`src/rtl/cmp_latch_pkg.sv`:
```
package cmp_latch_pkg;

  localparam int NUM_CH = 7;

  typedef enum logic [1:0] {
    LD_ON_WRITE = 2'd0,
    LD_AT_ZERO  = 2'd1,
    LD_AT_BOUND = 2'd2,
    LD_AT_MATCH = 2'd3
  } ld_evt_e;

  typedef enum logic [1:0] {
    CNT_STOP = 2'd0,
    CNT_UP   = 2'd1,
    CNT_CONT = 2'd2,
    CNT_UPDN = 2'd3
  } cnt_mode_e;

  typedef enum logic [1:0] {
    GRP_NONE = 2'd0,
    GRP_PAIR = 2'd1,
    GRP_TRIO = 2'd2,
    GRP_ALL  = 2'd3
  } grp_e;

  // leader channel whose trigger drives channel ch under group code g
  function automatic logic [2:0] leader_of(input int ch, input grp_e g);
    int l;
    unique case (g)
      GRP_NONE: l = ch;
      GRP_PAIR: l = (ch == 0) ? 0 : ((ch - 1) / 2) * 2 + 1;
      GRP_TRIO: l = (ch == 0) ? 0 : ((ch - 1) / 3) * 3 + 1;
      default:  l = 1;
    endcase
    return 3'(l);
  endfunction

endpackage

```
`src/rtl/cmp_trig.sv`:
```
module cmp_trig
  import cmp_latch_pkg::*;
(
  input  ld_evt_e   sel_i,
  input  cnt_mode_e mode_i,
  input  logic      wr_i,
  input  logic      zero_i,
  input  logic      period_i,
  input  logic      match_i,
  output logic      trig_o
);

  always_comb begin
    unique case (sel_i)
      LD_ON_WRITE: trig_o = wr_i;
      LD_AT_ZERO:  trig_o = zero_i;
      LD_AT_BOUND: trig_o = (mode_i == CNT_UPDN) ? (zero_i | period_i) : zero_i;
      default:     trig_o = match_i;
    endcase
  end

endmodule

```
`src/rtl/cmp_group_route.sv`:
```
module cmp_group_route
  import cmp_latch_pkg::*;
(
  input  grp_e              grp_i,
  input  logic [NUM_CH-1:0] trig_i,
  output logic [NUM_CH-1:0] fire_o
);

  for (genvar c = 0; c < NUM_CH; c++) begin : g_ch
    logic [2:0] lead;
    always_comb begin
      lead      = leader_of(c, grp_i);
      fire_o[c] = trig_i[lead];
    end
  end

endmodule

```
`src/rtl/cmp_latch_ch.sv`:
```
module cmp_latch_ch #(
  parameter int DATA_W = 16
) (
  input  logic              clk_i,
  input  logic              rst_ni,
  input  logic              wr_i,
  input  logic [DATA_W-1:0] wr_data_i,
  input  logic              fire_i,
  output logic [DATA_W-1:0] lat_o
);

  logic [DATA_W-1:0] reg_q, lat_q, reg_nxt;

  // same-edge write wins over the stored value
  assign reg_nxt = wr_i ? wr_data_i : reg_q;

  always_ff @(posedge clk_i or negedge rst_ni) begin
    if (!rst_ni) begin
      reg_q <= '0;
      lat_q <= '0;
    end else begin
      reg_q <= reg_nxt;
      if (fire_i) lat_q <= reg_nxt;
    end
  end

  assign lat_o = lat_q;


  latch_hold_chk: assert property (@(posedge clk_i) disable iff (!rst_ni)
    !fire_i |=> $stable(lat_q));


  same_edge_load_chk: assert property (@(posedge clk_i) disable iff (!rst_ni)
    (fire_i && wr_i) |=> lat_q == $past(wr_data_i));


  reg_capture_chk: assert property (@(posedge clk_i) disable iff (!rst_ni)
    wr_i |=> reg_q == $past(wr_data_i));

endmodule

```
`src/rtl/cmp_latch_bank.sv`:
```
module cmp_latch_bank
  import cmp_latch_pkg::*;
#(
  parameter int DATA_W = 16
) (
  input  logic                       clk_i,
  input  logic                       rst_ni,
  input  logic [1:0]                 grp_i,
  input  logic [1:0]                 cnt_mode_i,
  input  logic [2*NUM_CH-1:0]        ld_evt_i,
  input  logic [NUM_CH-1:0]          wr_en_i,
  input  logic [DATA_W-1:0]          wr_data_i,
  input  logic                       zero_i,
  input  logic                       period_i,
  input  logic [NUM_CH-1:0]          match_i,
  output logic [NUM_CH*DATA_W-1:0]   lat_o
);

  logic [NUM_CH-1:0] trig, fire;

  for (genvar c = 0; c < NUM_CH; c++) begin : g_ch
    cmp_trig u_trig (
      .sel_i    (ld_evt_e'(ld_evt_i[2*c +: 2])),
      .mode_i   (cnt_mode_e'(cnt_mode_i)),
      .wr_i     (wr_en_i[c]),
      .zero_i   (zero_i),
      .period_i (period_i),
      .match_i  (match_i[c]),
      .trig_o   (trig[c])
    );

    cmp_latch_ch #(.DATA_W(DATA_W)) u_ch (
      .clk_i     (clk_i),
      .rst_ni    (rst_ni),
      .wr_i      (wr_en_i[c]),
      .wr_data_i (wr_data_i),
      .fire_i    (fire[c]),
      .lat_o     (lat_o[c*DATA_W +: DATA_W])
    );
  end

  cmp_group_route u_route (
    .grp_i  (grp_e'(grp_i)),
    .trig_i (trig),
    .fire_o (fire)
  );


  grp_none_chk: assert property (@(posedge clk_i) disable iff (!rst_ni)
    grp_i == 2'd0 |-> fire == trig);


  grp_pair_chk: assert property (@(posedge clk_i) disable iff (!rst_ni)
    grp_i == 2'd1 |-> (fire[1] == fire[2] && fire[3] == fire[4] &&
                       fire[5] == fire[6] && fire[0] == trig[0]));


  grp_trio_chk: assert property (@(posedge clk_i) disable iff (!rst_ni)
    grp_i == 2'd2 |-> (fire[1] == fire[2] && fire[2] == fire[3] &&
                       fire[4] == fire[5] && fire[5] == fire[6] &&
                       fire[0] == trig[0]));


  grp_all_chk: assert property (@(posedge clk_i) disable iff (!rst_ni)
    grp_i == 2'd3 |-> ($countones(fire) == 0 || $countones(fire) == NUM_CH));

endmodule

```
`config.mk`:
```
export PLATFORM = sky130hd
export DESIGN_NAME = cmp_latch_bank
export DESIGN_NICKNAME = d
export VERILOG_FILES = /design/src/rtl/cmp_latch_pkg.sv /design/src/rtl/cmp_trig.sv /design/src/rtl/cmp_group_route.sv /design/src/rtl/cmp_latch_ch.sv /design/src/rtl/cmp_latch_bank.sv
export SDC_FILE = /design/constraint.sdc
export NUM_CORES = 1
export LEC_CHECK = 0
export CAP_MARGIN = 20
export CORE_ASPECT_RATIO = 2
export CORE_MARGIN = 5
export CORE_UTILIZATION = 40
export CTS_CLUSTER_SIZE = 10
export DETAILED_ROUTE_END_ITERATION = 16
export GPL_ROUTABILITY_DRIVEN = 0
export PLACE_DENSITY = 0.75
export SYNTH_ARGS = -nofsm -noshare
export SYNTH_HDL_FRONTEND = slang
export SYNTH_SLANG_ARGS = --single-unit
```
`constraint.sdc`:
```
create_clock -name clk_i -period 2.3 [get_ports clk_i]
set_input_delay 0.69 -clock clk_i [delete_from_list [all_inputs] [get_ports clk_i]]
set_output_delay 0.69 -clock clk_i [all_outputs]
set_load 0.01 [all_outputs]
```
==> flow_summary.json <==
{
  "ios": 164,
  "fin_crit_sh": 0.974,
  "grt_overflow_total": 0,
  "hpwlAfterDp_mm": 16.5,
  "slowest_delay_ns": 0.54,
  "viasPerCell": 5.08,
  "cts.reportedPaths.clkPinSlew_ns": 0.05,
  "outcome": "completed",
  "insertion_delay_ns": 0.52,
  "routed_wl_mm": 22.3,
  "final_common_cell": "dfrtp_1",
  "critPathArrivalTime_ns": 2.63,
  "die-height_um": 219,
  "tritoncts": "done",
  "antenna_found_initial": 0,
  "endpoint_kind": "flop",
  "core_mm2": 0.0216,
  "fin_crit_ns": 2.24,
  "finalMaxSlewViolations": 0,
  "finalHoldViolCount": 0,
  "placementRows": 76,
  "synth_top_family_by_area": "multiplexers",
  "ys_types": 33,
  "max_cap_violations": 0,
  "rsz0062_at_grt": "false",
  "die_area_mm2": 0.0251,
  "path_cells": "clkdlybuf4s50_1 > mux4_2 > o22ai_4 > buf_4 > buf_12 > mux2_2",
  "avgSynthCellArea_um2": 16.9,
  "grt_max_degree": 62,
  "track_usage": 0.183,
  "antenna_left": 0,
  "p_leak_nw": 5.06,
  "initial_core_util": 0.405,
  "clock_path_buffers": 3,
  "path_max_fanout": 16,
  "report.final.setup_viol": 0,
  "powerDensity_mw_per_mm2": 921,
  "pre_cts_ws_ns": -0.769,
  "hold_path.class": "in -> async",
  "crit_type": "in -> reg",
  "drc": 0,
  "drive_gt1_frac": 0.436,
  "fill_cells": 1679,
  "antenna_cells": 0,
  "cp_slowest_cell": "mux4_2",
  "peakVddDrop_mv": 0.544,
  "synthMuxAreaShare": 0.308,
  "fin_total_pwr_mw": 11.0,
  "ys_seq_elements": 224,
  "wl_per_cell_um": 22.1,
  "max-slew-margin-rel": 0.658,
  "synthXorXnorAreaFrac": 0,
  "clkSinkCount": 224,
  "max_freq_mhz": 446,
  "nNetsFinal": 788,
  "synth_compound_area_frac": 0.0243,
  "grt_pass1_vias": 6140,
  "synth_fa_ha_area_frac": 0,
  "ys_seq_area_frac": 0.641,
  "start_kind": "input port",
  "tightest_slew_ns": 0.513,
  "required_ns": 2.69,
  "dr.pass1.iters": 4,
  "h-tree-depth": 1,
  "fin_skew_ns": 0.00837,
  "cts_root_buffer": "clkbuf_16",
  "grt_pass1_wl_mm": 34.8,
  "die_w_um": 115,
  "numCtsBuffers": 26,
  "via_count": 5127,
  "setup_slack_ns": 0.0595,
  "syn_inst": 518,
  "synth_nets": 570,
  "syn-cell-area_mm2": 0.00874,
  "drt_iter0_drc": 121,
  "area_growth_pct": 36.1,
  "final_cell_mix": "dfrtp_1 (224), mux2_2 (197), clkdlybuf4s50_1 (158), buf_4 (37), mux2_4 (28)",
  "yosysWarningCount": 0,
  "io_buffers": 163,
  "yosys.area_share.simple": 0.0110
}
==> registers in the layout, indices dropped and copies added, names as in the netlist <==
signal           flops
g_ch.u_ch.lat_o    112
g_ch.u_ch.reg_q    112
==> cells in the mapped netlist, drive strengths merged <==
library cell	count	area (um2)
mux2	225	2600
dfrtp	224	5610
buf	16	97.6
clkbuf	6	22.5
o21ai	6	45.1
inv	5	18.8
nand2	5	18.8
nand2b	4	25.0
nor2	4	17.5
mux4	3	67.6
a21oi	2	10.0
mux2i	2	20.0
nand3	2	10.0
nor3	2	10.0
o22ai	2	26.3
a211o	1	8.76
a221oi	1	26.3
a31o	1	17.5
a31oi	1	12.5
nand3b	1	7.51
nor3b	1	7.51
o221a	1	11.3
o221ai	1	26.3
o31ai	1	12.5
o32ai	1	16.3
==> critical path, delay by kind of cell <==
kind / cells / cell delay [ns]
AO/OA/AOI/OAI: 1 / 0.22
buffers and inverters: 3 / 0.83
multiplexers: 2 / 0.88
==> through the flow <==
| stage | utilization | cells | instance area, um2 | setup TNS (ns) | hold WS, ns |
|---|---|---|---|---|---|
| 2_1_floorplan | - | 518 | 8850 | -5.10 | 0.394 |
| 3_3_place_gp | 0.515 | 974 | 11100 | -54.33 | 0.478 |
| 3_5_place_dp | 0.515 | 974 | 11100 | -63.09 | 0.483 |
| 4_1_cts | 0.550 | 1008 | 11900 | 0 | 0.119 |
| 5_1_grt | 0.551 | 1009 | 11900 | 0 | 0.141 |
| 6_report | 0.551 | 1009 | 11900 | 0 | 0.117 |
==> cell families after synthesis <==
| logic type | Yosys count |
|---|---|
| compound gates | 18 |
| simple gates | 19 |
| buf+inv | 27 |
| mux | 230 |
| flops | 224 |
==> worst paths after layout <==
kind,slack [ns],start,cells past startpoint,end
setup reg to reg,1.25,g_ch[0].u_ch.reg_q[12],2,g_ch[0].u_ch.lat_o[12]
hold reg to reg,0.49,g_ch[3].u_ch.reg_q[11],1,g_ch[3].u_ch.reg_q[11]
hold / removal,0.12,rst_ni,1,g_ch[3].u_ch.lat_o[0]
min in group clk_i,0.49,g_ch[3].u_ch.reg_q[11],1,g_ch[3].u_ch.reg_q[11]
setup / recovery,0.06,wr_en_i[3],6,g_ch[3].u_ch.lat_o[13]
max in group asynchronous,1.47,rst_ni,2,g_ch[4].u_ch.lat_o[12]
==> area by class of cell <==
cell class / instances / area (um2) / area share
Sequential cell: 224 / 5610 / 0.471
Clock inverter: 1 / 8.76 / 0.000736
Timing Repair Buffer: 212 / 2160 / 0.181
Inverter: 5 / 18.8 / 0.00158
Tap cell: 273 / 342 / 0.0287
Multi-Input combinational cell: 267 / 3090 / 0.260
Clock buffer: 27 / 676 / 0.0568
==> layer usage <==
metal  up-vias  track usage  wire (um)
li1       2271            -          -
met5         -            0          0
met4         0       0.0971       1100
met3        51       0.0276       1100
met1      2632        0.190       7570
met2       173        0.343      12500
==> power breakdown <==
| group | internal (mW) | leakage [nW] | switching [mW] |
|---|---|---|---|
| sequential | 4.57 | 2.62 | 0.347 |
| combinational | 1.58 | 2.10 | 1.02 |
| clock | 2.05 | 0.337 | 1.40 |
==> what timing repair did <==
item,in CTS,in global routing
endpoints found under the setup margin,76,38
setup buffers,5,1
cloned,1,0
pin swaps,6,2
hold buffers,0,0
resized for setup,4,2
hold endpoints to repair,0,0
(Power assumes the default switching activity.)
